===== config.mk =====
export PLATFORM = sky130hd
export DESIGN_NAME = oled_pwr_seq
export DESIGN_NICKNAME = d
export VERILOG_FILES = /design/src/rtl/oled_pwr_seq.sv
export SDC_FILE = /design/constraint.sdc
export NUM_CORES = 1
export LEC_CHECK = 0
export BUFFER_PORTS_ARGS = -buffer_cell sky130_fd_sc_hd__buf_2
export CAP_MARGIN = 40
export CORE_MARGIN = 2
export CORE_UTILIZATION = 55
export CTS_CLUSTER_DIAMETER = 80
export DETAILED_ROUTE_END_ITERATION = 6
export GPL_ROUTABILITY_DRIVEN = 1
export PLACE_DENSITY = 0.79
export REMOVE_ABC_BUFFERS = 1
export SYNTH_ARGS = -nofsm -noshare
export SYNTH_HDL_FRONTEND = slang
export SYNTH_SLANG_ARGS = --single-unit

===== constraint.sdc =====
create_clock -name clk -period 3.5 [get_ports clk]
set_input_delay 0.175 -clock clk [delete_from_list [all_inputs] [get_ports clk]]
set_output_delay 0.175 -clock clk [all_outputs]
set_load 0.005 [all_outputs]

===== src/rtl/oled_pwr_seq.sv =====
module oled_pwr_seq #(
  parameter int CLK_HZ    = 50_000_000,
  parameter int RST_MS    = 1,
  parameter int SETTLE_MS = 100,
  parameter int PANEL_W   = 160,
  parameter int PANEL_H   = 128,
  parameter logic [7:0] DISP_REG = 8'h06,
  parameter logic [7:0] RAM_REG  = 8'h22
) (
  input  logic       clk,
  input  logic       rst_n,
  input  logic       on_req,
  input  logic       off_req,
  input  logic       wr_ready,
  output logic       vdd_en,
  output logic       vhv_en,
  output logic       ctl_rst_n,
  output logic       wr_valid,
  output logic       wr_cmd,
  output logic [7:0] wr_data,
  output logic       busy,
  output logic       panel_on
);
  localparam int CYC_MS = CLK_HZ / 1000;
  localparam int INIT_N = 11;
  localparam int NCLR   = 3 * PANEL_W * PANEL_H;
  localparam int MAXX   = (NCLR > 2 * INIT_N) ? NCLR : 2 * INIT_N;
  localparam int CW     = $clog2(MAXX + 1);
  localparam int PW     = $clog2(CYC_MS + 1);
  localparam int MAXMS  = (SETTLE_MS > RST_MS) ? SETTLE_MS : RST_MS;
  localparam int MW     = $clog2(MAXMS + 1);

  typedef enum logic [3:0] {
    S_OFF, S_VDD, S_RST, S_RWAIT, S_DOFF, S_INIT, S_SEL, S_CLR,
    S_HV, S_DON, S_ON, S_PDOFF, S_PWAIT
  } st_t;

  st_t            state, nxt;
  logic [PW-1:0]  pre;
  logic [MW-1:0]  ms, lim;
  logic [CW-1:0]  cnt, nx;
  logic           off_pend, timed, tmr_done, xfer, last_x;
  logic [15:0]    pair;

  function automatic logic [15:0] init_pair(input logic [4:0] i);
    case (i)
      5'd0:    return 16'h0803;
      5'd1:    return 16'h0905;
      5'd2:    return 16'h0A05;
      5'd3:    return 16'h0B0A;
      5'd4:    return 16'h0C0A;
      5'd5:    return 16'h0D0A;
      5'd6:    return 16'h2D00;
      5'd7:    return 16'h2E00;
      5'd8:    return 16'h2F00;
      5'd9:    return 16'h3100;
      default: return 16'h3200;
    endcase
  endfunction

  assign timed    = state inside {S_VDD, S_RST, S_RWAIT, S_HV, S_PWAIT};
  assign lim      = (state inside {S_HV, S_PWAIT}) ? MW'(SETTLE_MS) : MW'(RST_MS);
  assign tmr_done = timed && (pre == PW'(CYC_MS - 1)) && (ms == lim - MW'(1));
  assign xfer     = wr_valid && wr_ready;
  assign last_x   = cnt == nx - CW'(1);
  assign pair     = init_pair(5'(cnt >> 1));

  assign vdd_en    = state != S_OFF;
  assign vhv_en    = state inside {S_HV, S_DON, S_ON, S_PDOFF};
  assign ctl_rst_n = state != S_RST;
  assign wr_valid  = state inside {S_DOFF, S_INIT, S_SEL, S_CLR, S_DON, S_PDOFF};
  assign busy      = !(state inside {S_OFF, S_ON});
  assign panel_on  = state == S_ON;

  always_comb begin
    case (state)
      S_INIT:  nx = CW'(2 * INIT_N);
      S_SEL:   nx = CW'(1);
      S_CLR:   nx = CW'(NCLR);
      default: nx = CW'(2);
    endcase
  end

  always_comb begin
    wr_cmd  = !cnt[0];
    wr_data = 8'h00;
    case (state)
      S_DOFF, S_PDOFF: wr_data = cnt[0] ? 8'h00 : DISP_REG;
      S_DON:           wr_data = cnt[0] ? 8'h01 : DISP_REG;
      S_INIT:          wr_data = cnt[0] ? pair[7:0] : pair[15:8];
      S_SEL:           begin wr_cmd = 1'b1; wr_data = RAM_REG; end
      S_CLR:           wr_cmd = 1'b0;
      default:         wr_data = 8'h00;
    endcase
  end

  always_comb begin
    nxt = state;
    case (state)
      S_OFF:   if (on_req) nxt = S_VDD;
      S_VDD:   if (tmr_done) nxt = S_RST;
      S_RST:   if (tmr_done) nxt = S_RWAIT;
      S_RWAIT: if (tmr_done) nxt = S_DOFF;
      S_DOFF:  if (xfer && last_x) nxt = S_INIT;
      S_INIT:  if (xfer && last_x) nxt = S_SEL;
      S_SEL:   if (xfer && last_x) nxt = S_CLR;
      S_CLR:   if (xfer && last_x) nxt = S_HV;
      S_HV:    if (tmr_done) nxt = S_DON;
      S_DON:   if (xfer && last_x) nxt = S_ON;
      S_ON:    if (off_req || off_pend) nxt = S_PDOFF;
      S_PDOFF: if (xfer && last_x) nxt = S_PWAIT;
      S_PWAIT: if (tmr_done) nxt = S_OFF;
      default: nxt = S_OFF;
    endcase
  end

  always_ff @(posedge clk or negedge rst_n) begin
    if (!rst_n) begin
      state    <= S_OFF;
      pre      <= '0;
      ms       <= '0;
      cnt      <= '0;
      off_pend <= 1'b0;
    end else begin
      state <= nxt;
      if (state == S_ON)
        off_pend <= 1'b0;
      else if (off_req && (state inside {S_VDD, S_RST, S_RWAIT, S_DOFF, S_INIT, S_SEL, S_CLR, S_HV, S_DON}))
        off_pend <= 1'b1;
      if (nxt != state) begin
        pre <= '0;
        ms  <= '0;
        cnt <= '0;
      end else begin
        if (timed) begin
          if (pre == PW'(CYC_MS - 1)) begin
            pre <= '0;
            ms  <= ms + MW'(1);
          end else begin
            pre <= pre + PW'(1);
          end
        end
        if (xfer) cnt <= cnt + CW'(1);
      end
    end
  end
endmodule


==> results of run 1 <==
per-layer routing:
| layer | track usage | share of wire | wire, um |
|---|---|---|---|
| met2 | 0.3725 | 0.48 | 3161 |
| met5 | 0 | 0 | 0 |
| met1 | 0.2917 | 0.47 | 3107 |
| met3 | 0.03281 | 0.026 | 170 |
| met4 | 0.07288 | 0.016 | 102 |
worst paths after layout:
path,cells after the start,from,end
max in group asynchronous,3,rst_n,cnt[1]
setup reg to reg,12,state[2],pre[14]
hold / removal,3,off_req,off_pend
setup / recovery,12,state[2],pre[14]
min in group asynchronous,2,rst_n,ms[4]
hold reg to reg,2,pre[15],pre[15]
report_power, final:
| group | internal, uW | switching, uW | total, uW |
|---|---|---|---|
| clock | 160 | 184 | 344 |
| sequential | 537 | 37.5 | 575 |
| combinational | 59.5 | 81.8 | 141 |
| total | 757 | 303 | 1060 |
sequential cells by signal, summed over array words and instances (netlist names):
signal	flops
ms	7
state	4
pre	16
cnt	16
off_pend	1
critical path, cell delays in order, from the launching register on:
cell and delay (ns):
dfrtp_1 0.47, nor2b_1 0.30, nand2_1 0.12, inv_1 0.07, ha_1 0.18, ha_1 0.22
a21boi_0 0.22, a22oi_1 0.14, nor4_1 0.34, o211ai_2 0.25, o211ai_4 0.27, buf_12 0.25
nor3_1 0.08
final cells by class:
| class | count | area [um^2] | area share |
|---|---|---|---|
| clock buffers | 6 | 82.58 | 0.02426 |
| multi-input cells | 287 | 1889 | 0.5551 |
| clock inverters | 2 | 15.01 | 0.004412 |
| well taps | 72 | 90.09 | 0.02647 |
| flip-flops and latches | 44 | 1101 | 0.3235 |
| inverters | 12 | 45.04 | 0.01324 |
| repair buffers | 26 | 180.2 | 0.05294 |
metrics by stage:
step                setup slack, ns  utilization  area, um^2  hold WS (ns)
floorplan                    0.2171            -        3027       -0.1206
global placement             0.6085       0.5912        3276        0.3868
detailed placement           0.4886       0.5949        3296       0.07223
CTS                          0.4587       0.6143        3403        0.1561
global route                0.06829       0.6143        3403        0.1755
finish                       0.4476       0.6143        3403        0.1543
cell families after synthesis:
| group | count (synthesis) | share of synthesized area |
|---|---|---|
| adders and majority gates | 10 | 0.03943 |
| muxes | 4 | 0.01341 |
| other | 1 | 0.001182 |
| buffers and inverters | 36 | 0.06151 |
| xor gates and xnor gates | 33 | 0.09109 |
| AOI/OAI and AO/OA | 74 | 0.1601 |
| DFF | 44 | 0.3470 |
| and+or+nand+nor | 164 | 0.2863 |
synthesized netlist by cell type (6+ instances only):
cell type  number
a21oi_1        28
and3_1          8
buf_2           8
clkbuf_1        8
dfrtp_1        44
ha_1           10
inv_1          12
nand2_1        29
nand2b_1        7
nand3_1        15
nand4_1        10
nor2_1         43
nor2_4          9
nor3_1          6
nor4_1          6
o21ai_0        15
xnor2_1        16
xor2_1         17
repair_timing:
item,CTS,global route
hold buffers,1,0
gates resized for setup,0,0
endpoints found under the hold margin,10,0
==> impl_metrics.json, run 1 <==
{
  "final-hold-violation-count": 0,
  "synth_edf_count": 0,
  "r2r_setup_slack_ns": 0.45,
  "powerDensity_mw_per_mm2": 311.5,
  "synth-seq-cells": 44,
  "ys_warn_count": 0,
  "run_status": "complete, no violations",
  "fin_cells": 449,
  "start_util": 0.5727,
  "drive_above_1_share": 0.1512,
  "drt_iter0_markers": 110,
  "required_ns": 3.67,
  "cts_max_level": 2,
  "cp-end-kind": "flip-flop",
  "worstSkewPairLatency_ns": 0.30,
  "final_cell_mix": "dfrtp_1 (44), nor2_1 (43), nand2_1 (29), a21oi_1 (28)",
  "ys.flop_type": "dfrtp_1",
  "cts_tree": "done",
  "period_share": 0.8721,
  "synth_cell_types": 57,
  "relSlewSlack": 0.5450,
  "overflow": 0,
  "ios": 20,
  "grt_pass1_vias": 2512,
  "min_period_ns": 3.052,
  "netlist.area_leader.share": 0.3470,
  "place_inst": 440,
  "cts.sinks": 44,
  "drc": 0,
  "hpwlAfterDp_um": 4814,
  "diodes": 0,
  "portBuffers": 17,
  "first_pass_iters": 4,
  "crit_arrival_ns": 3.22,
  "worstPathMaxFanout": 22,
  "grt_setup_unrepaired": "no",
  "syn2layout_area_growth_pct": 7.255,
  "cts_made_buffers": 5,
  "post-cts-setup-buffers": 0,
  "drt_wl_total_um": 6542,
  "antenna_left": 0,
  "routedWlPerCell_um": 14.57,
  "worst_pin_slew_ns": 0.6826,
  "irDropWorstVdd_uv": 259.9,
  "syn_area_per_cell_um2": 8.670,
  "grt_max_degree": 35,
  "die_w_um": 79.96,
  "critPathKind": "reg2reg",
  "yosysTopAreaCell": "dfrtp_1",
  "finalSetupTns_ns": 0,
  "cts_buffer_depth": 2,
  "power_leakage_uw": 0.001430,
  "drv_cap": 0,
  "synth_area_mm2": 0.003173,
  "ys_seq_area_frac": 0.3470,
  "cts-root-buf": "clkbuf_8",
  "ys_async_sr_fraction": 1.000,
  "slew_viol_final": 0,
  "power_uw": 1060,
  "min_path_type": "in2reg",
  "placementRows": 27,
  "dieHeight_um": 79.96,
  "fmax_mhz": 327.6,
  "place.gp.congestion": 0.8578,
  "via_count": 2596,
  "grt_pass1_wl_um": 11400,
  "mostFrequentLayoutCell": "dfrtp_1",
  "drt-vias-per-instance": 5.782,
  "fin_nets": 391,
  "antenna_found_initial": 0,
  "synth_cells": 366,
  "path_clk_slew_ns": 0.09,
  "worstSetupStartpointType": "flip-flop",
  "placeableCoreArea_mm2": 0.005540,
  "fillers": 484,
  "finalClockSkew_ns": 0.01157,
  "setup_viol": 0,
  "track_usage": 0.2217,
  "die-area_mm2": 0.006393,
  "yosys-top-cells-area": "dfrtp_1 (35%), nor2_1 (5.1%), xor2_1 (4.7%)"
}
Power figures use the tool's default switching activity.
==> inputs of run 2 (changes only) <==
==> constraint.sdc (replaced) <==
create_clock -name clk -period 3.45 [get_ports clk]
set_input_delay 0.1725 -clock clk [delete_from_list [all_inputs] [get_ports clk]]
set_output_delay 0.1725 -clock clk [all_outputs]
set_load 0.005 [all_outputs]
==> run 2 against run 1 <==
Net effect:
- worst setup slack worse by 0.11 ns
- sequential cell count unchanged
- cell count up 0.45%
- cell area up 0.33%
- clock skew down 0.0018 ns
- non-clock buffer count up 2
- largest cell class unchanged
- first-iteration DRC count up 57%
==> impl_metrics.json, run 2 (synthesis results as in run 1) <==
{
  "cts_tree": "done",
  "cts_buffer_depth": 2,
  "fin_nets": 393,
  "overflow": 0,
  "die_w_um": 79.96,
  "crit_top_cell": "ha_1",
  "cts_max_level": 2,
  "dieHeight_um": 79.96,
  "cts.sinks": 44,
  "track_usage": 0.2370,
  "setup_viol": 0,
  "run_status": "complete, no violations",
  "placeableCoreArea_mm2": 0.005540,
  "place.gp.congestion": 0.8080,
  "period_share": 0.9033,
  "crit_chain": "nor2b_1 > nand2_1 > ha_1 > ha_1 > xor2_1 > nand4_1 > nor4_1 > o211ai_2 > o211ai_4 > buf_12 > nor3_1",
  "cts_made_buffers": 5,
  "placementRows": 27,
  "relSlewSlack": 0.5301,
  "drt-vias-per-instance": 5.925,
  "cp-end-kind": "flip-flop",
  "path_clk_slew_ns": 0.09,
  "antenna_found_initial": 0,
  "drc": 0,
  "start_util": 0.5727,
  "first_pass_iters": 4,
  "grt_max_degree": 32,
  "cts-root-buf": "clkbuf_8",
  "syn2layout_area_growth_pct": 7.610,
  "critPathSlowestCell": "dfrtp_1",
  "crit_arrival_ns": 3.28,
  "worstPathMaxFanout": 19,
  "via_count": 2672,
  "post-cts-setup-buffers": 0,
  "ios": 20,
  "required_ns": 3.61,
  "mostFrequentLayoutCell": "dfrtp_1",
  "worstSkewPairLatency_ns": 0.30,
  "fillers": 489,
  "portBuffers": 17,
  "hpwlAfterDp_um": 5000,
  "finalSetupTns_ns": 0,
  "final-hold-violation-count": 0,
  "finish.utilization": 0.6163,
  "finalClockSkew_ns": 0.009728,
  "antenna_left": 0,
  "crit_family": "simple AND/OR/NAND/NOR gates",
  "grt_setup_unrepaired": "no",
  "drt_wl_total_um": 6962,
  "hold_ws_ns": 0.1569,
  "powerDensity_mw_per_mm2": 316.0,
  "wl_met1_um": 3112,
  "drv_cap": 0,
  "final_cell_mix": "dfrtp_1 (44), nor2_1 (43), nand2_1 (29), a21oi_1 (28)",
  "met2_length_um": 3585,
  "met3_length_um": 210,
  "drt_iter0_markers": 173,
  "path_buf_inv": 1,
  "grt_pass1_wl_um": 12190,
  "largest_registers": "cnt (16), pre (16), ms (7)",
  "diodes": 0,
  "slew_viol_final": 0,
  "drive_above_1_share": 0.1530,
  "grt_pass1_vias": 2609,
  "highest_layer": "met4",
  "min_period_ns": 3.116,
  "die-area_mm2": 0.006393,
  "routedWlPerCell_um": 15.44,
  "worst_pin_slew_ns": 0.7015,
  "fmax_mhz": 320.9,
  "power_leakage_uw": 0.001441,
  "min_path_type": "in2reg",
  "critPathKind": "reg2reg",
  "irDropWorstVdd_uv": 213.3,
  "cp_slowest_stage_delay_ns": 0.46,
  "worstSetupStartpointType": "flip-flop"
}
[run 2: metal layers]
layer / vias to the layer above / track usage
li1: 1307 / -
met1: 1310 / 0.3053
met2: 49 / 0.4042
met3: 6 / 0.04412
met4: 0 / 0.06780
met5: - / 0
[run 2: what timing repair did]
item	CTS	global route
hold buffers	1	0
endpoints found under the setup margin	0	0
endpoints found under the hold margin	13	0
gates resized for setup	0	0
[run 2: final cells by class]
type | instances | area [um^2] | share of cell area
well taps | 72 | 90.09 | 0.02638
flip-flops and latches | 44 | 1101 | 0.3225
multi-input cells | 287 | 1889 | 0.5533
inverters | 12 | 45.04 | 0.01319
clock inverters | 1 | 7.507 | 0.002199
clock buffers | 7 | 86.33 | 0.02528
repair buffers | 28 | 195.2 | 0.05716
[run 2: worst min-delay path, stage by stage]
cell and delay (ns):
buf_2 0.09, a21oi_1 0.05, a21oi_1 0.11
[run 2: path summary, 6_finish.rpt]
kind / startpoint / endpoint / slack [ns] / cells after the start
max: state[0] / pre[14] / 0.33 / 11
min: off_req / off_pend / 0.16 / 3
max reg2reg: state[0] / pre[14] / 0.33 / 11
min reg2reg: pre[15] / pre[15] / 0.57 / 2
max in group asynchronous: rst_n / cnt[15] / 2.62 / 3
min in group asynchronous: rst_n / ms[5] / 0.33 / 2
[run 2: metrics by stage]
| stage | worst slack [ns] | cell area (um^2) | power, uW | instances |
|---|---|---|---|---|
| 2_1_floorplan | 0.1671 | 3027 | 681.8 | 343 |
| 3_3_place_gp | 0.5551 | 3291 | 723.2 | 441 |
| 4_1_cts | 0.3879 | 3415 | 1093 | 451 |
| 6_report | 0.3336 | 3415 | 1079 | 451 |
| 3_5_place_dp | 0.4174 | 3311 | 738.7 | 442 |
| 5_1_grt | 0.07748 | 3415 | 1137 | 451 |
[run 2: power breakdown]
group | switching [uW] | internal (uW)
registers | 42.1 | 545
logic | 83.7 | 60.6
clock network | 184 | 163
total | 310 | 769
==> inputs of run 3 (changes only) <==
==> constraint.sdc (replaced) <==
create_clock -name clk -period 3.75 [get_ports clk]
set_input_delay 0.1875 -clock clk [delete_from_list [all_inputs] [get_ports clk]]
set_output_delay 0.1875 -clock clk [all_outputs]
set_load 0.005 [all_outputs]
==> run 3 against run 2 <==
Net effect:
- core utilization is 0.25 points lower
- combinational power is 9.7% lower
- clock skew hardly changed
- die area stayed put
- critical path type unchanged
- critical path depth is 1 higher
- clock-buffer cell count is 1 lower
- sequential share of layout area is 0.13 points higher
- maximum frequency is 6.2% lower
- largest cell class unchanged
- cell count is 0.44% lower
- clock power is 5% higher
- largest power group unchanged
- power is 4.3% lower
- critical endpoint is now pre[4]
==> impl_metrics.json, run 3 (synthesis results as in run 1) <==
{
  "post-cts-setup-buffers": 0,
  "place.gp.congestion": 0.8142,
  "start_util": 0.5727,
  "routedWlPerCell_um": 14.34,
  "drt-vias-per-instance": 5.880,
  "grt_pass1_wl_um": 11380,
  "hold_depth": 3,
  "power_leakage_uw": 0.001439,
  "final_cell_mix": "dfrtp_1 (44), nor2_1 (43), nand2_1 (29), a21oi_1 (28)",
  "worstPathMaxFanout": 18,
  "drv_cap": 0,
  "die_w_um": 79.96,
  "path_clk_slew_ns": 0.08,
  "via_count": 2640,
  "r2r-end": "pre[4]",
  "slew_viol_final": 0,
  "cts_max_level": 2,
  "crit_arrival_ns": 3.48,
  "fin_nets": 391,
  "min_period_ns": 3.323,
  "overflow": 0,
  "cp-end-kind": "flip-flop",
  "powerDensity_mw_per_mm2": 303.5,
  "hp-start": "off_req",
  "drc": 0,
  "placeableCoreArea_mm2": 0.005540,
  "grt_max_degree": 29,
  "hpwlAfterDp_um": 4712,
  "syn2layout_area_growth_pct": 7.177,
  "period_share": 0.8861,
  "finalSetupTns_ns": 0,
  "run_status": "complete, no violations",
  "die-area_mm2": 0.006393,
  "critPathKind": "reg2reg",
  "drt_wl_total_um": 6439,
  "worstReg2RegStart": "state[2]",
  "r2r_setup_slack_ns": 0.43,
  "first_pass_iters": 4,
  "cp_slowest_stage_delay_ns": 0.59,
  "worst_pin_slew_ns": 0.6751,
  "grt_setup_unrepaired": "no",
  "irDropWorstVdd_uv": 224.2,
  "ios": 20,
  "fin_area_mm2": 0.003401,
  "antenna_found_initial": 0,
  "placementRows": 27,
  "antenna_left": 0,
  "largest_registers": "cnt (16), pre (16), ms (7)",
  "holdPathEnd": "off_pend",
  "cts_tree": "done",
  "reg2regPathDepth": 12,
  "drive_above_1_share": 0.1485,
  "drt_iter0_markers": 210,
  "setup_viol": 0,
  "critPathSlowestCell": "dfrtp_1",
  "portBuffers": 17,
  "required_ns": 3.91,
  "postPlaceCellArea_mm2": 0.003283,
  "finalClockSkew_ns": 0.009950,
  "grt_pass1_vias": 2538,
  "dieHeight_um": 79.96,
  "cts_made_buffers": 5,
  "track_usage": 0.2202,
  "cts.sinks": 44,
  "mostFrequentLayoutCell": "dfrtp_1",
  "cts-root-buf": "clkbuf_8",
  "cts_buffer_depth": 2,
  "worstSetupStartpointType": "flip-flop",
  "crit_chain": "nor2b_1 > nand2_1 > inv_1 > ha_1 > ha_1 > a21boi_0 > a22oi_1 > nor4_1 > o211ai_2 > o211ai_4 > buf_4 > a311oi_2",
  "crit_top_cell": "ha_1",
  "fmax_mhz": 300.9,
  "min_path_type": "in2reg",
  "final-hold-violation-count": 0,
  "relSlewSlack": 0.5499,
  "worstSkewPairLatency_ns": 0.30,
  "diodes": 0
}
==> run 3: cell count changes in the layout (fill, tap and decap cells not counted) <==
cell / previous run / this run
buf_12: 2 / 1
buf_4: 8 / 7
bufinv_16: 0 / 1
clkbuf_8: 6 / 5
clkinv_2: 0 / 1
clkinvlp_4: 1 / 0
==> run 3: report_power, final <==
group	leakage [uW]	switching (uW)	internal [uW]	total [uW]
Clock	0.0000552	167	198	365
Sequential	0.000598	35.1	501	537
Combinational	0.000786	75.5	54.6	130
==> run 3: per-layer routing <==
metal	GRT usage	share of wire
met1	0.2733	0.44
met2	0.3917	0.52
met3	0.03620	0.036
met4	0.06271	0.013
met5	0	0
==> run 3: per-stage QoR <==
step	cells	setup WS (ns)	hold slack, ns	total power [uW]	util
after global routing	449	0.02798	0.1920	1079	0.6138
after global placement	439	0.5538	0.3969	663.5	0.5890
after floorplan	343	0.4671	-0.1081	627.2	-
final	449	0.4272	0.1805	1032	0.6138
after CTS	449	0.4235	0.1790	1037	0.6138
after detailed placement	440	0.4146	0.1427	674.4	0.5926
==> run 3: repair_timing <==
item                      in CTS  in global routing
hold endpoints to repair      16                  0
gates resized for setup        0                  0
hold buffers                   1                  0
==> run 3: worst max path at each step <==
stage / end / cells past startpoint / slack, ns / from
2_1_floorplan: pre[2] / 9 / 0.47 / state[3]
3_3_place_gp: pre[0] / 11 / 0.55 / state[2]
3_5_place_dp: pre[4] / 12 / 0.41 / state[2]
4_1_cts: pre[4] / 11 / 0.42 / state[2]
5_1_grt: pre[4] / 12 / 0.03 / state[2]
6_report: pre[4] / 12 / 0.43 / state[2]
==> run 3: worst max-delay path: cells and delay by family, from the launching register on <==
kind	cells	cell delay (ns)
AO/OA/AOI/OAI	5	0.98
AND/OR/NAND/NOR	3	0.80
flip-flops	1	0.59
buffers and inverters	2	0.43
adder cells (fa/ha/maj)	2	0.40
==> run 3: area by class of cell <==
class / instances / area, um^2
multi-input combinational: 287 / 1889
clock buffer: 6 / 72.57
clock inverter: 2 / 35.03
inverter: 12 / 45.04
sequential: 44 / 1101
fill: 486 / 2140
timing repair buffer: 26 / 167.7
tap: 72 / 90.09
